`src/rtl/aud_tx_pkg.sv`:
```
package aud_tx_pkg;

  localparam int TX_WORD_W = 32;
  localparam int LEN_W     = $clog2(TX_WORD_W) + 1;

  typedef enum logic [1:0] {
    FMT_DELAY    = 2'd0,
    FMT_EDGE     = 2'd1,
    FMT_TDM      = 2'd2,
    FMT_TDM_EDGE = 2'd3
  } fmt_e;

  typedef enum logic [2:0] {
    LEN_W32  = 3'd0,
    LEN_W24  = 3'd1,
    LEN_W20  = 3'd2,
    LEN_W18  = 3'd3,
    LEN_W16  = 3'd4,
    LEN_P16  = 3'd5,
    LEN_W8   = 3'd6,
    LEN_P8   = 3'd7
  } len_e;

  typedef struct packed {
    logic             msb_on_edge;
    logic             packed_pair;
    logic [LEN_W-1:0] width;
  } lane_cfg_t;

endpackage

```
`src/rtl/aud_tx_cfg_decode.sv`:
```
module aud_tx_cfg_decode
  import aud_tx_pkg::*;
#(
  parameter int WORD_W = TX_WORD_W
) (
  input  logic [1:0] cfg_format,
  input  logic [2:0] cfg_len,
  output lane_cfg_t  lane
);
  localparam int HALF_W = WORD_W / 2;
  localparam int QTR_W  = WORD_W / 4;

  always_comb begin
    lane             = '0;
    lane.msb_on_edge = (fmt_e'(cfg_format) == FMT_EDGE) ||
                       (fmt_e'(cfg_format) == FMT_TDM_EDGE);
    case (len_e'(cfg_len))
      LEN_W32: begin lane.width = LEN_W'(WORD_W); lane.packed_pair = 1'b0; end
      LEN_W24: begin lane.width = LEN_W'(24);     lane.packed_pair = 1'b0; end
      LEN_W20: begin lane.width = LEN_W'(20);     lane.packed_pair = 1'b0; end
      LEN_W18: begin lane.width = LEN_W'(18);     lane.packed_pair = 1'b0; end
      LEN_W16: begin lane.width = LEN_W'(HALF_W); lane.packed_pair = 1'b0; end
      LEN_P16: begin lane.width = LEN_W'(HALF_W); lane.packed_pair = 1'b1; end
      LEN_W8:  begin lane.width = LEN_W'(QTR_W);  lane.packed_pair = 1'b0; end
      default: begin lane.width = LEN_W'(QTR_W);  lane.packed_pair = 1'b1; end
    endcase
  end
endmodule

```
`src/rtl/aud_tx_sample_sel.sv`:
```
module aud_tx_sample_sel
  import aud_tx_pkg::*;
#(
  parameter int WORD_W = TX_WORD_W
) (
  input  logic              clk,
  input  logic              rst,
  input  lane_cfg_t         lane,
  input  logic              cfg_mono,
  input  logic              cfg_hold,
  input  logic              strobe,
  input  logic              slot_right,
  input  logic              s_valid,
  input  logic [WORD_W-1:0] s_data,
  output logic              s_ready,
  output logic [WORD_W-1:0] aligned,
  output logic              underrun
);
  logic              shared_right;
  logic              take;
  logic              starve;
  logic [LEN_W-1:0]  sh;
  logic [WORD_W-1:0] pair_q;
  logic [WORD_W-1:0] last_l_q;
  logic [WORD_W-1:0] last_r_q;

  // right slot served from the stored word (mono copy or upper packed half)
  assign shared_right = slot_right && (cfg_mono || lane.packed_pair);
  assign s_ready      = strobe && !shared_right;
  assign take         = s_ready && s_valid;
  assign starve       = s_ready && !s_valid;
  assign sh           = LEN_W'(WORD_W) - lane.width;

  always_comb begin
    if (shared_right) begin
      if (cfg_mono) aligned = pair_q << sh;
      else          aligned = (pair_q >> lane.width) << sh;
    end else if (take) begin
      aligned = s_data << sh;
    end else if (cfg_hold) begin
      aligned = slot_right ? last_r_q : last_l_q;
    end else begin
      aligned = '0;
    end
  end

  always_ff @(posedge clk) begin
    if (rst) begin
      pair_q   <= '0;
      last_l_q <= '0;
      last_r_q <= '0;
      underrun <= 1'b0;
    end else begin
      underrun <= starve;
      if (strobe) begin
        if (slot_right) last_r_q <= aligned;
        else            last_l_q <= aligned;
        if (!slot_right) begin
          if (take)           pair_q <= s_data;
          else if (!cfg_hold) pair_q <= '0;
        end
      end
    end
  end
endmodule

```
`src/rtl/aud_tx_shifter.sv`:
```
module aud_tx_shifter #(
  parameter int WORD_W = aud_tx_pkg::TX_WORD_W
) (
  input  logic              clk,
  input  logic              rst,
  input  logic              bit_tick,
  input  logic              load,
  input  logic              msb_on_edge,
  input  logic [WORD_W-1:0] aligned,
  output logic              sdo
);
  logic [WORD_W-1:0] shreg_q;

  always_ff @(posedge clk) begin
    if (rst) begin
      shreg_q <= '0;
      sdo     <= 1'b0;
    end else if (bit_tick) begin
      if (load && msb_on_edge) begin
        sdo     <= aligned[WORD_W-1];
        shreg_q <= {aligned[WORD_W-2:0], 1'b0};
      end else if (load) begin
        sdo     <= shreg_q[WORD_W-1];
        shreg_q <= aligned;
      end else begin
        sdo     <= shreg_q[WORD_W-1];
        shreg_q <= {shreg_q[WORD_W-2:0], 1'b0};
      end
    end
  end
endmodule

```
`src/rtl/aud_serial_tx.sv`:
```
module aud_serial_tx
  import aud_tx_pkg::*;
#(
  parameter int WORD_W = TX_WORD_W
) (
  input  logic              clk,
  input  logic              rst,
  input  logic [1:0]        cfg_format,
  input  logic [2:0]        cfg_len,
  input  logic              cfg_mono,
  input  logic              cfg_hold,
  input  logic              bit_tick,
  input  logic              slot_start,
  input  logic              slot_right,
  input  logic              s_valid,
  input  logic [WORD_W-1:0] s_data,
  output logic              s_ready,
  output logic              sdo,
  output logic              underrun
);
  lane_cfg_t         lane;
  logic              strobe;
  logic [WORD_W-1:0] aligned;

  assign strobe = bit_tick && slot_start;

  aud_tx_cfg_decode #(.WORD_W(WORD_W)) u_dec (
    .cfg_format (cfg_format),
    .cfg_len    (cfg_len),
    .lane       (lane)
  );

  aud_tx_sample_sel #(.WORD_W(WORD_W)) u_sel (
    .clk        (clk),
    .rst        (rst),
    .lane       (lane),
    .cfg_mono   (cfg_mono),
    .cfg_hold   (cfg_hold),
    .strobe     (strobe),
    .slot_right (slot_right),
    .s_valid    (s_valid),
    .s_data     (s_data),
    .s_ready    (s_ready),
    .aligned    (aligned),
    .underrun   (underrun)
  );

  aud_tx_shifter #(.WORD_W(WORD_W)) u_shift (
    .clk         (clk),
    .rst         (rst),
    .bit_tick    (bit_tick),
    .load        (strobe),
    .msb_on_edge (lane.msb_on_edge),
    .aligned     (aligned),
    .sdo         (sdo)
  );
endmodule

```
`config.mk`:
```
export PLATFORM = sky130hd
export DESIGN_NAME = aud_serial_tx
export DESIGN_NICKNAME = d
export VERILOG_FILES = /design/src/rtl/aud_tx_pkg.sv /design/src/rtl/aud_tx_cfg_decode.sv /design/src/rtl/aud_tx_sample_sel.sv /design/src/rtl/aud_tx_shifter.sv /design/src/rtl/aud_serial_tx.sv
export SDC_FILE = /design/constraint.sdc
export NUM_CORES = 1
export LEC_CHECK = 0
export CORE_MARGIN = 8
export CORE_UTILIZATION = 40
export DETAILED_ROUTE_END_ITERATION = 7
export HOLD_SLACK_MARGIN = 0.05
export PLACE_DENSITY = 0.6
export SYNTH_ARGS = -nofsm -noshare
export SYNTH_HDL_FRONTEND = slang
export SYNTH_SLANG_ARGS = --single-unit
```
`constraint.sdc`:
```
create_clock -name clk -period 5.3 [get_ports clk]
set_clock_uncertainty 0.05 [all_clocks]
set_input_delay 0.795 -clock clk [delete_from_list [all_inputs] [get_ports clk]]
set_output_delay 0.795 -clock clk [all_outputs]
set_load 0.01 [all_outputs]
```
# Yosys cells after proc, flatten, opt, wreduce, memory -nomap -nowiden
# Index checks and enable logic that the tools add are counted.
# Widths: inputs -> output; s select.
[totals]
reg_bits = 130
inputBits = 45
wordCells = 46
[op_classes]
add_sub_neg = 1
n_eq_ne = 9
shifts = 4
n_mux = 11
n_bitwise = 1
reduce_logical = 14
[ops]
columns = ["op", "n"]
rows = [
  ["$mux 32", 9],
  ["$shl 32x6->32", 3],
  ["$pmux 7 s7", 1],
  ["$shr 32x6->32", 1],
  ["$eq 3x3->1 const B", 3],
  ["$eq 3x2->1 const B", 2],
  ["$logic_and 1x1->1", 6],
  ["$sub 6x6->6 const A", 1],
  ["$reduce_and 2->1", 2],
  ["$eq 3x1->1 const B", 1],
  ["$logic_not 3->1", 1],
  ["$reduce_and 3->1", 1],
  ["$eq 2x1->1 const B", 1],
  ["$eq 2x2->1 const B", 1],
  ["$logic_not 1->1", 2],
  ["$logic_or 1x1->1", 2],
  ["$ne 2x1->1 const B", 1],
  ["$mux 1", 1],
  ["$not 1->1", 1],
]

# Longest topological paths before layout
# Gate-level depths: netlist of run 1.
[depth]
ltp_word = 11
ltp_mapped = 17

# Hierarchy
# From an unflattened synthesis of run 1, not the netlist that was laid out.
[unflattened]
cells_unflattened = 1558
hier_area_um2 = 12657.1
[modules_own_cells]
columns = ["module", "instances", "cells_per_inst", "area_each_um2", "seq_area_each_um2"]
rows = [
  ["aud_tx_sample_sel", 1, 1358, 10553.9, 1941.9],
  ["aud_tx_shifter", 1, 187, 2024.4, 660.6],
  ["aud_tx_cfg_decode", 1, 12, 72.6, 0.0],
  ["aud_serial_tx", 1, 1, 6.3, 0.0],
]

# Least setup slack after synthesis of run 1
# OpenSTA, ideal clock, no wires.
[synth_timing]
kind = "input to register"
startpoint = "input cfg_len[1]"
endpoint = "register u_shift.shreg_q[28]"
setup_ns = 0.142
t_arrival_ns = 4.053
required_ns = 5.108
path_slack_ns = 1.055
cell_stages = 15
path_cell_list = "buf_4 and3b_1 inv_1 buf_2 buf_2 buf_2 ha_1 clkbuf_1 clkbuf_1 clkbuf_1 mux4_2 a22oi_1 o211ai_1 a221oi_2 a221oi_1"
[synth_via]
elab_chain_cells = 11
[synth_rtl]
columns = ["item", "line_no", "rtl"]
rows = [
  ["from (decl)", "aud_serial_tx.sv:9", "input logic [2:0] cfg_len,"],
  ["$eq 3x3->1 (tied with other cells)", "aud_tx_cfg_decode.sv:17", "case (len_e'(cfg_len))"],
  ["$pmux 7 s7 (*)", "aud_tx_cfg_decode.sv:17", ""],
  ["parallel branches: the longest is 6 deep, another holds $shr 32x6->32", "-", ""],
  ["$mux 32 (*)", "aud_tx_sample_sel.sv:35", "if (shared_right) begin"],
  ["$mux 32", "aud_tx_shifter.sv:22", "end else if (load) begin"],
  ["$mux 32 (*)", "aud_tx_shifter.sv:19", "if (load && msb_on_edge) begin"],
  ["to (signal assigned)", "aud_tx_shifter.sv:21", "shreg_q <= {aligned[WORD_W-2:0], 1'b0};"],
  ["to (signal assigned)", "aud_tx_shifter.sv:24", "shreg_q <= aligned;"],
  ["to (signal assigned)", "aud_tx_shifter.sv:27", "shreg_q <= {shreg_q[WORD_W-2:0], 1'b0};"],
  ["to (decl)", "aud_tx_shifter.sv:12", "logic [WORD_W-1:0] shreg_q;"],
]
# Mark *: on every way between the ends.
# A chain may end at the register's enable or synchronous reset.

# Worst setup path after layout of run 1
[layout_timing]
startpoint = "input cfg_len[1]"
endpoint = "register u_shift.sdo"
[layout_via]
elab_chain_cells = 10
[layout_rtl]
columns = ["item", "line_no", "rtl"]
rows = [
  ["$eq 3x3->1 (tied with other cells)", "aud_tx_cfg_decode.sv:17", ""],
  ["$pmux 7 s7 (*)", "aud_tx_cfg_decode.sv:17", ""],
  ["parallel branches: the longest is 6 deep, another holds $shr 32x6->32", "-", ""],
  ["$mux 32 (*)", "aud_tx_sample_sel.sv:35", ""],
  ["$mux 1 (*)", "aud_tx_shifter.sv:19", ""],
  ["to (signal assigned)", "aud_tx_shifter.sv:20", "sdo <= aligned[WORD_W-1];"],
  ["to (signal assigned)", "aud_tx_shifter.sv:23", "sdo <= shreg_q[WORD_W-1];"],
  ["to (signal assigned)", "aud_tx_shifter.sv:26", "sdo <= shreg_q[WORD_W-1];"],
  ["to (decl)", "aud_tx_shifter.sv:10", "output logic sdo"],
]
# Marked as above.

==> out/metrics.csv, run 1 <==
stage,metric,value,unit
job,max cap viols,0,
yosys,Compound-Gate Fraction of Synth Area,32.7,%
sta,setup violators final,0,
route,# DRC,0,
yosys,largest family of logic cells by synthesized area,compound AO/OA/AOI/OAI gates,
outcome,status,"complete, no violations",
clock_network,CTS Buf Count,17,
floorplan,Rows,57,
min_path,HP Class,reg -> reg,
clock_network,Worst-path clk slew,0.06,ns
setup_path,crit path max fanout,39,
global_routing,busiest grt layer,met2,
global_routing,routing usage on met3,4.95,%
setup_path,CP Cell Sequence,clkdlybuf4s50_1 > buf_4 > and3b_2 > inv_1 > buf_4 > mux2_2 > a2111oi_0 > a311o_1 > a21bo_2 > a2111oi_4 > a211oi_1,
yosys,leading post-synthesis cells by cell area,"dfxtp_1 (27%), nor2_1 (7.3%), mux4_2 (7.2%)",
finish,P&R area growth vs syn,12.6,%
sta,Tmin final,4.37,ns
setup_path,Crit path top cell by count,buf_4,
min_path,Hold Crit Depth,2,
floorplan,die height,172,um
yosys,synth warn,0,
finish,ant diodes,0,
yosys,Synth Area in Adders,0.129,%
finish,Reg area,2600,um2
route,Avg WL per Cell,25.6,um
placement,DP HPWL,27.9,mm
global_routing,met2 Resource Use GR,39.6,%
sta,RSZ-0062 raised after global routing,false,
yosys,share of the synthesized area in the top cell type,26.7,%
setup_path,R2R depth,7,
finish,Fillers,2450,
yosys,"FFs w/ async S/R, synth",0,%
setup_path,"Buf+Inv Stages, Crit Path",4,
placement,PortBufs,46,
setup_path,"Slowest-stage cell, CP",a2111oi_0,
yosys,xor/xnor share of the synthesized area,0,%
yosys,area share of and/or/nand/nor cells after synthesis,19.6,%
global_routing,Total Routing Usage GR,26.5,%
power,pwr dens,277,nW/um2
finish,# nets final,1225,
sta,fmax,229,MHz
placement,GPL Wtd Cong,0.984,
route,Post-Route WL,38.8,mm
floorplan,IO Pins,48,
global_routing,M1 GR Usage,37.1,%
clock_network,post_cts resized,0,
setup_path,CP startpoint,cfg_len[1],
sta,Worst slew margin,33.6,%
route,"antenna viol nets, final",0,
global_routing,largest net degree at the start of global routing,81,
global_routing,vias in the first global route,9544,
setup_path,WP data required,5.51,ns
power,Worst IR Drop VDD,0.196,mV
route,routed vias/inst,6.73,
yosys,post-synth cell types,85,
yosys,mux cell area share after synthesis,14.4,%
floorplan,Die W,172,um
yosys,"EDFF count, synth",0,
yosys,post-synth top area cell,dfxtp_1,
yosys,synthesized area,9730,um2
clock_network,CTS tree,built,
sta,Final Hold Fails,0,
finish,multi-input logic area,6520,um2
yosys,Post-Syn Instances,1199,
global_routing,GRT overflow,0,
floorplan,DIE AREA,29600,um2
setup_path,Critical R2R Launch,u_sel.pair_q[31],
sta,period utilisation layout,82.5,%
clock_network,Sink Count,130,
clock_network,setup bufs post-CTS,0,
yosys,Yosys reg bits,130,
setup_path,crit path DAT,4.59,ns
yosys,Syn Nets,1245,
route,via count,10200,
floorplan,CORE AREA,24100,um2
yosys,Synth Area per Inst,8.12,um2
route,drt first pass iters,6,
yosys,sequential area share after synthesis,26.7,%
sta,Final Slew Violations,0,
clock_network,H-tree Lvls,4,
clock_network,clock buffer depth,2,
clock_network,Skew-Pair Late Insertion Delay,0.43,ns
global_routing,initial antenna violation count,0,
power,Tot Pwr,3.03,mW
setup_path,"CP delay by family, top",compound AO/OA/AOI/OAI gates,
clock_network,Root Driver,clkbuf_16,
sta,Least-Margin Pin Slew,0.995,ns
finish,"Cell Count, Final, Fillers Out",1516,
finish,"commonest non-fill, non-tap cells in the layout","nor2_1 (187), dfxtp_1 (130), nand2_1 (76)",
route,DRT iter0 DRCs,1628,
finish,"most common cell after layout, fill and taps aside",nor2_1,
setup_path,CP endpoint kind,register,
setup_path,WP depth,11,
setup_path,critical path class,in -> reg,
setup_path,startpoint types,input pin,
min_path,min-delay src,u_sel.last_l_q[15],
global_routing,first-pass GRT wire length,59.9,mm
yosys,dominant synthesized flop cell,dfxtp_1,
sta,setup TNS,0,ns
floorplan,initial core utilization,40.4,%
finish,fin util,45.5,%
setup_path,CP max stage delay,0.75,ns
clock_network,CTS Hold Bufs,0,
power,leak pwr,3.85,nW
placement,placed cells,1484,
finish,layout cells sized above 1,12.1,%
-- area by class of cell --
cell class	count	share of cell area, %
multi-input combinational	930	59.5
sequential	130	23.7
timing repair buffer	83	6.81
clock buffer	19	4.04
tap	324	3.70
clock inverter	13	1.61
inverter	17	0.582
-- path summary, 6_finish.rpt --
check                       endpoint  slack [ns]
setup / recovery         u_shift.sdo        0.93
hold reg to reg   u_sel.last_l_q[15]        0.40
hold / removal    u_sel.last_l_q[15]        0.40
setup reg to reg         u_shift.sdo        2.30
-- sequential cells by signal, indices dropped and copies added (netlist names) --
| name | cells |
|---|---|
| u_shift.sdo | 1 |
| u_sel.underrun | 1 |
| u_sel.last_r_q | 32 |
| u_shift.shreg_q | 32 |
| u_sel.last_l_q | 32 |
| u_sel.pair_q | 32 |
-- through the flow --
stage / setup WS (ns) / hold slack (ns) / instance area [um2]
4_1_cts: 1.01 / 0.406 / 11000
3_5_place_dp: 0.616 / 0.398 / 10300
5_1_grt: 0.838 / 0.429 / 11000
6_report: 0.928 / 0.405 / 11000
2_1_floorplan: 1.05 / 0.386 / 9730
3_3_place_gp: 0.657 / 0.393 / 10300
-- cell usage after synthesis, types with 13 or more instances --
cell type and number:
mux4_2 31, nor3_1 28, nand2_1 76, o21ai_0 34, o31ai_1 29, a221oi_1 31, clkbuf_1 73, o22ai_1 13
mux2i_1 52, mux2_2 16, inv_1 16, nor2_1 189, a22oi_1 40, nand3_1 38, dfxtp_1 130, a21oi_1 48
buf_2 22, a211oi_1 71
-- power by group --
| group | switching, mW | internal (mW) |
|---|---|---|
| logic | 0.444 | 0.252 |
| clock network | 0.520 | 0.764 |
| registers | 0.0304 | 1.02 |
| total | 0.994 | 2.04 |
-- per-layer routing --
metal	routed length, um	part of all wire, %	vias up
li1	-	-	4614
met3	3620	9.3	84
met1	16700	43	4919
met5	0	0	-
met2	17100	44	587
met4	1430	3.7	0
-- kinds of logic (layout without fill, tap and decap cells) --
logic type | count (synthesis) | in the layout
flip-flops | 130 | 130
AO/OA/AOI/OAI | 416 | 416
adder cells (fa/ha/maj) | 1 | 1
buffers and inverters | 139 | 132
AND/OR/NAND/NOR | 414 | 414
multiplexers | 99 | 99
-- worst reg2reg max path, cell delays in order (launching register included) --
cell and delay (ns):
dfxtp_1 0.38, and4b_1 0.26, and2_1 0.17, a2111oi_0 0.70
a311o_1 0.32, a21bo_2 0.27, a2111oi_4 0.54, a211oi_1 0.14
No activity file was read; power rests on OpenSTA's default activity.
==> inputs of run 2 (changes only) <==
PLACE_DENSITY = 0.62   (was 0.6)
clock period = 3.8 ns   (was 5.3 ns; I/O delays follow)
==> run 2 against run 1 <==
  * Sequential share of layout area fell by 2.0 points
  * Die area did not move
  * Final cell count rose by 8.3%
  * Via count rose by 4.3%
  * Critical endpoint is now u_shift.shreg_q[27]
  * Clock power rose by 27%
  * Register-to-register slack got worse by 1.3 ns
  * Cell area rose by 9.3%
  * First-iteration DRC count fell by 8.6%
  * Critical path depth fell by 1
  * Hold slack improved by 0.014 ns
  * Global-route usage rose by 0.72 points
  * Clock-buffer cell count did not move
==> out/metrics.csv, run 2 (same netlist as run 1, synthesis figures left out) <==
stage,metric,value,unit
min_path,worst min-delay path endpoint,u_sel.last_l_q[15],
route,"antenna viol nets, final",0,
global_routing,vias in the first global route,10000,
floorplan,DIE AREA,29600,um2
route,Post-Route WL,39.8,mm
placement,DP HPWL,29.4,mm
route,DRT iter0 DRCs,1488,
power,Tot Pwr,4.23,mW
setup_path,R2R depth,10,
floorplan,Die W,172,um
power,pwr dens,353,nW/um2
sta,Tmin final,3.56,ns
global_routing,GRT overflow,0,
setup_path,CP max stage delay,0.57,ns
power,Worst IR Drop VDD,0.243,mV
finish,layout cells sized above 1,20.6,%
route,via count,10600,
clock_network,Sink Count,130,
setup_path,WP depth,10,
finish,"most common cell after layout, fill and taps aside",nor2_1,
job,max cap viols,0,
sta,RSZ-0062 raised after global routing,false,
floorplan,die height,172,um
finish,post-route cell area,12000,um2
global_routing,Total Routing Usage GR,27.3,%
clock_network,Skew-Pair Late Insertion Delay,0.44,ns
placement,GPL Wtd Cong,0.992,
setup_path,R2R setup slack,0.98,ns
clock_network,setup bufs post-CTS,0,
floorplan,Rows,57,
sta,Worst slew margin,37.7,%
floorplan,CORE AREA,24100,um2
finish,"commonest non-fill, non-tap cells in the layout","nor2_1 (186), buf_4 (152), dfxtp_1 (130)",
setup_path,WP data required,4.03,ns
finish,P&R area growth vs syn,23.0,%
route,# DRC,0,
clock_network,H-tree Lvls,4,
placement,placed cells,1610,
clock_network,CTS Buf Count,17,
min_path,HP Class,reg -> reg,
setup_path,"Slowest-stage cell, CP",mux4_2,
setup_path,crit path DAT,3.79,ns
placement,Placed Area,11400,um2
setup_path,critical path class,in -> reg,
setup_path,"Buf+Inv Stages, Crit Path",4,
route,routed vias/inst,6.48,
setup_path,crit path max fanout,30,
placement,PortBufs,46,
min_path,Hold Crit Depth,2,
setup_path,RR Endpoint,u_shift.shreg_q[27],
sta,setup violators final,0,
setup_path,"CP delay by family, top",buffers and inverters,
power,leak pwr,4.46,nW
sta,Least-Margin Pin Slew,0.927,ns
route,Avg WL per Cell,24.3,um
clock_network,CTS Hold Bufs,0,
setup_path,CP endpoint kind,register,
setup_path,CP Cell Sequence,clkdlybuf4s50_1 > and3b_2 > buf_4 > buf_4 > mux4_2 > and3_1 > o41ai_1 > buf_4 > o211a_1 > a221oi_1,
route,drt first pass iters,6,
finish,ant diodes,0,
clock_network,Worst-path clk slew,0.07,ns
min_path,min-delay src,u_sel.last_l_q[15],
global_routing,initial antenna violation count,0,
finish,# nets final,1351,
clock_network,post_cts resized,0,
sta,period utilisation layout,93.7,%
global_routing,first-pass GRT wire length,61.6,mm
sta,Final Hold Fails,0,
setup_path,startpoint types,input pin,
clock_network,CTS tree,built,
outcome,status,"complete, no violations",
clock_network,clock buffer depth,2,
sta,Final Slew Violations,0,
global_routing,largest net degree at the start of global routing,69,
floorplan,initial core utilization,40.4,%
setup_path,Critical R2R Launch,u_sel.pair_q[29],
sta,fmax,281,MHz
floorplan,IO Pins,48,
finish,"Cell Count, Final, Fillers Out",1642,
clock_network,Root Driver,clkbuf_16,
setup_path,Crit path top cell by count,buf_4,
==> run 2: how the worst max path moves through the flow <==
stage / from / end / slack (ns)
floorplan: cfg_len[1] / u_shift.shreg_q[21] / 0.004
global placement: cfg_len[1] / u_shift.shreg_q[27] / -0.1
CTS: cfg_len[1] / u_shift.shreg_q[27] / 0.33
global route: cfg_len[1] / u_shift.shreg_q[9] / 0.09
detailed placement: cfg_len[1] / u_shift.shreg_q[27] / -0.11
finish: cfg_len[1] / u_shift.shreg_q[27] / 0.24
==> run 2: tightest hold or removal path: stages (launching register included) <==
cell,delay [ns]
dfxtp_1,0.32
nand2_1,0.05
a21oi_1,0.05
==> run 2: stage by stage <==
stage	util (%)	setup slack [ns]	hold WS (ns)	TNS (ns)
6_report	49.7	0.239	0.419	0
5_1_grt	49.7	0.0862	0.442	0
4_1_cts	49.7	0.327	0.409	0
3_5_place_dp	47.4	-0.111	0.400	-1.05
3_3_place_gp	47.4	-0.0991	0.394	-0.495
2_1_floorplan	-	0.00361	0.386	0
==> run 2: report_power, final <==
group          internal, mW  total [mW]  switching (mW)
registers              1.43        1.47          0.0448
clock network         0.911        1.62           0.713
logic                 0.481        1.13           0.647
total                  2.82        4.23            1.40
==> run 2: routing by layer <==
layer / global-route usage (%) / vias to the layer above / routed length (um)
met1: 37.4 / 5145 / 17100
met2: 42.3 / 557 / 17900
met4: 9.97 / 0 / 1330
met3: 4.59 / 91 / 3530
li1: - / 4854 / -
met5: 0 / - / 0
==> run 2: final cells by class <==
| class | instances | area, um2 |
|---|---|---|
| Clock buffer | 19 | 433 |
| Clock inverter | 13 | 125 |
| Fill cell | 2426 | 12100 |
| Inverter | 17 | 63.8 |
| Multi-Input combinational cell | 930 | 6530 |
| Sequential cell | 130 | 2600 |
| Tap cell | 324 | 405 |
| Timing Repair Buffer | 209 | 1820 |
==> inputs of run 3 (changes only) <==
ABC_AREA = 0   (was not set)
TNS_END_PERCENT = 5   (was not set)
==> run 3 against run 2 <==
  * Routed wire length fell by 0.59%
  * Global-route usage down 0.30 points
  * Combinational power is essentially flat
  * Critical endpoint is now u_shift.shreg_q[24]
  * Clock-buffer cell count shrank 1
  * Sequential share of layout area is 0.11 points lower
  * Total power is 5.0% higher
  * Cell area grew 0.50%
  * Utilization is 0.25 points higher
  * Sequential cell count unchanged
  * Sequential power hardly changed
  * Final cell count increased by 0.43%
  * First-iteration DRC count fell by 4.6%
==> out/metrics.csv, run 3 (same netlist as run 1, synthesis figures left out) <==
stage,metric,value,unit
outcome,status,"complete, no violations",
setup_path,crit path DAT,3.71,ns
placement,GPL Wtd Cong,0.995,
power,Worst IR Drop VDD,0.267,mV
power,Tot Pwr,4.44,mW
clock_network,H-tree Lvls,4,
finish,post-route cell area,12000,um2
finish,layout cells sized above 1,21.1,%
power,switching power,1.46,mW
setup_path,critical path class,in -> reg,
setup_path,WP data required,4.02,ns
power,Sequential Power Share,33.2,%
clock_network,Skew-Pair Late Insertion Delay,0.44,ns
placement,DP HPWL,29.3,mm
setup_path,CP endpoint kind,register,
sta,Tmin final,3.49,ns
clock_network,CTS tree,built,
clock_network,post_cts resized,0,
power,pwr dens,369,nW/um2
global_routing,first-pass GRT wire length,60.7,mm
route,# DRC,0,
sta,period utilisation layout,91.8,%
route,DRT iter0 DRCs,1419,
sta,RSZ-0062 raised after global routing,false,
finish,"commonest non-fill, non-tap cells in the layout","nor2_1 (187), buf_4 (164), dfxtp_1 (130)",
clock_network,clock buffer depth,2,
placement,PortBufs,46,
placement,Placed Area,11400,um2
floorplan,Rows,57,
sta,setup violators final,0,
global_routing,initial antenna violation count,1,
power,Internal,2.98,mW
clock_network,setup bufs post-CTS,0,
route,drt first pass iters,5,
sta,Final Hold Fails,0,
finish,P&R area growth vs syn,23.7,%
clock_network,Root Driver,clkbuf_16,
floorplan,IO Pins,48,
route,routed vias/inst,6.48,
power,combinational share of power,25.4,%
setup_path,crit path max fanout,26,
clock_network,CTS Hold Bufs,0,
route,via count,10700,
global_routing,largest net degree at the start of global routing,88,
floorplan,DIE AREA,29600,um2
sta,Final WS setup,0.313,ns
finish,Fillers,2434,
floorplan,Die W,172,um
power,Sw Share,32.8,%
sta,Final Slew Violations,0,
placement,pre-CTS WS,-0.0588,ns
sta,Least-Margin Pin Slew,0.955,ns
finish,fin util,49.9,%
clock_network,CTS Buf Count,17,
global_routing,GRT overflow,0,
clock_network,Sink Count,130,
finish,# nets final,1358,
global_routing,Total Routing Usage GR,27.0,%
sta,Worst slew margin,36.3,%
setup_path,startpoint types,input pin,
finish,"most common cell after layout, fill and taps aside",nor2_1,
clock_network,Worst-path clk slew,0.07,ns
sta,fmax,287,MHz
route,Post-Route WL,39.6,mm
route,Avg WL per Cell,24.0,um
power,leak pwr,4.51,nW
job,max cap viols,0,
global_routing,vias in the first global route,9993,
floorplan,CORE AREA,24100,um2
power,clock power share,41.4,%
min_path,HP Class,reg -> reg,
floorplan,die height,172,um
route,"antenna viol nets, final",0,
finish,ant diodes,0,
floorplan,initial core utilization,40.4,%
run 3: changes by cell type in the layout (fill, tap and decap cells not counted), sizes merged:
| cell | previous run | this run |
|---|---|---|
| buf | 167 | 174 |
| inv | 21 | 23 |
| bufinv | 1 | 3 |
| clkinv | 6 | 3 |
| clkbuf | 19 | 18 |
run 3: critical path, stage by stage:
cell	delay [ns]
clkdlybuf4s50_1	0.42
buf_4	0.16
nor2_1	0.14
nand2_1	0.07
ha_2	0.20
a21oi_1	0.32
a211oi_4	0.12
buf_12	0.18
nand2_1	0.11
buf_4	0.13
nor3_1	0.05
buf_4	0.15
or4_1	0.62
a21oi_1	0.31
a221oi_1	0.14
run 3: metal layers:
layer	GRT usage (%)	wire length, um	vias up
met4	10.5	1400	2
li1	-	-	4886
met5	0	18	-
met1	37.1	17200	5123
met2	41.2	17500	586
met3	4.89	3450	85
run 3: area by class of cell:
type,instances,area [um2],area share (%)
multi-input combinational,930,6530,54.2
clock buffer,18,439,3.65
sequential,130,2600,21.6
tap,324,405,3.37
clock inverter,14,191,1.59
timing repair buffer,216,1810,15.0
inverter,17,63.8,0.530
run 3: worst paths after layout:
check | from | endpoint | slack (ns) | cells past startpoint
hold / removal | u_sel.last_l_q[17] | u_sel.last_l_q[17] | 0.41 | 2
setup / recovery | cfg_len[0] | u_shift.shreg_q[24] | 0.31 | 15
hold reg to reg | u_sel.last_l_q[17] | u_sel.last_l_q[17] | 0.41 | 2
setup reg to reg | u_sel.pair_q[28] | u_shift.shreg_q[24] | 0.89 | 9
run 3: per-stage QoR:
stage	cells	hold WS, ns	TNS, ns
floorplan	1199	0.386	-0.483
global placement	1617	0.393	-0.0834
detailed placement	1617	0.397	-0.242
CTS	1649	0.405	0
global route	1649	0.460	0
finish	1649	0.408	0
run 3: power by group through the flow:
stage | Sequential (mW) | Clock (mW) | Combinational (mW)
after global placement | 1.50 | 0 | 1.09
after floorplan | 1.49 | 0 | 0.637
final | 1.47 | 1.84 | 1.13
after detailed placement | 1.50 | 0 | 1.10
after CTS | 1.47 | 1.85 | 1.10
after global routing | 1.48 | 1.91 | 1.20
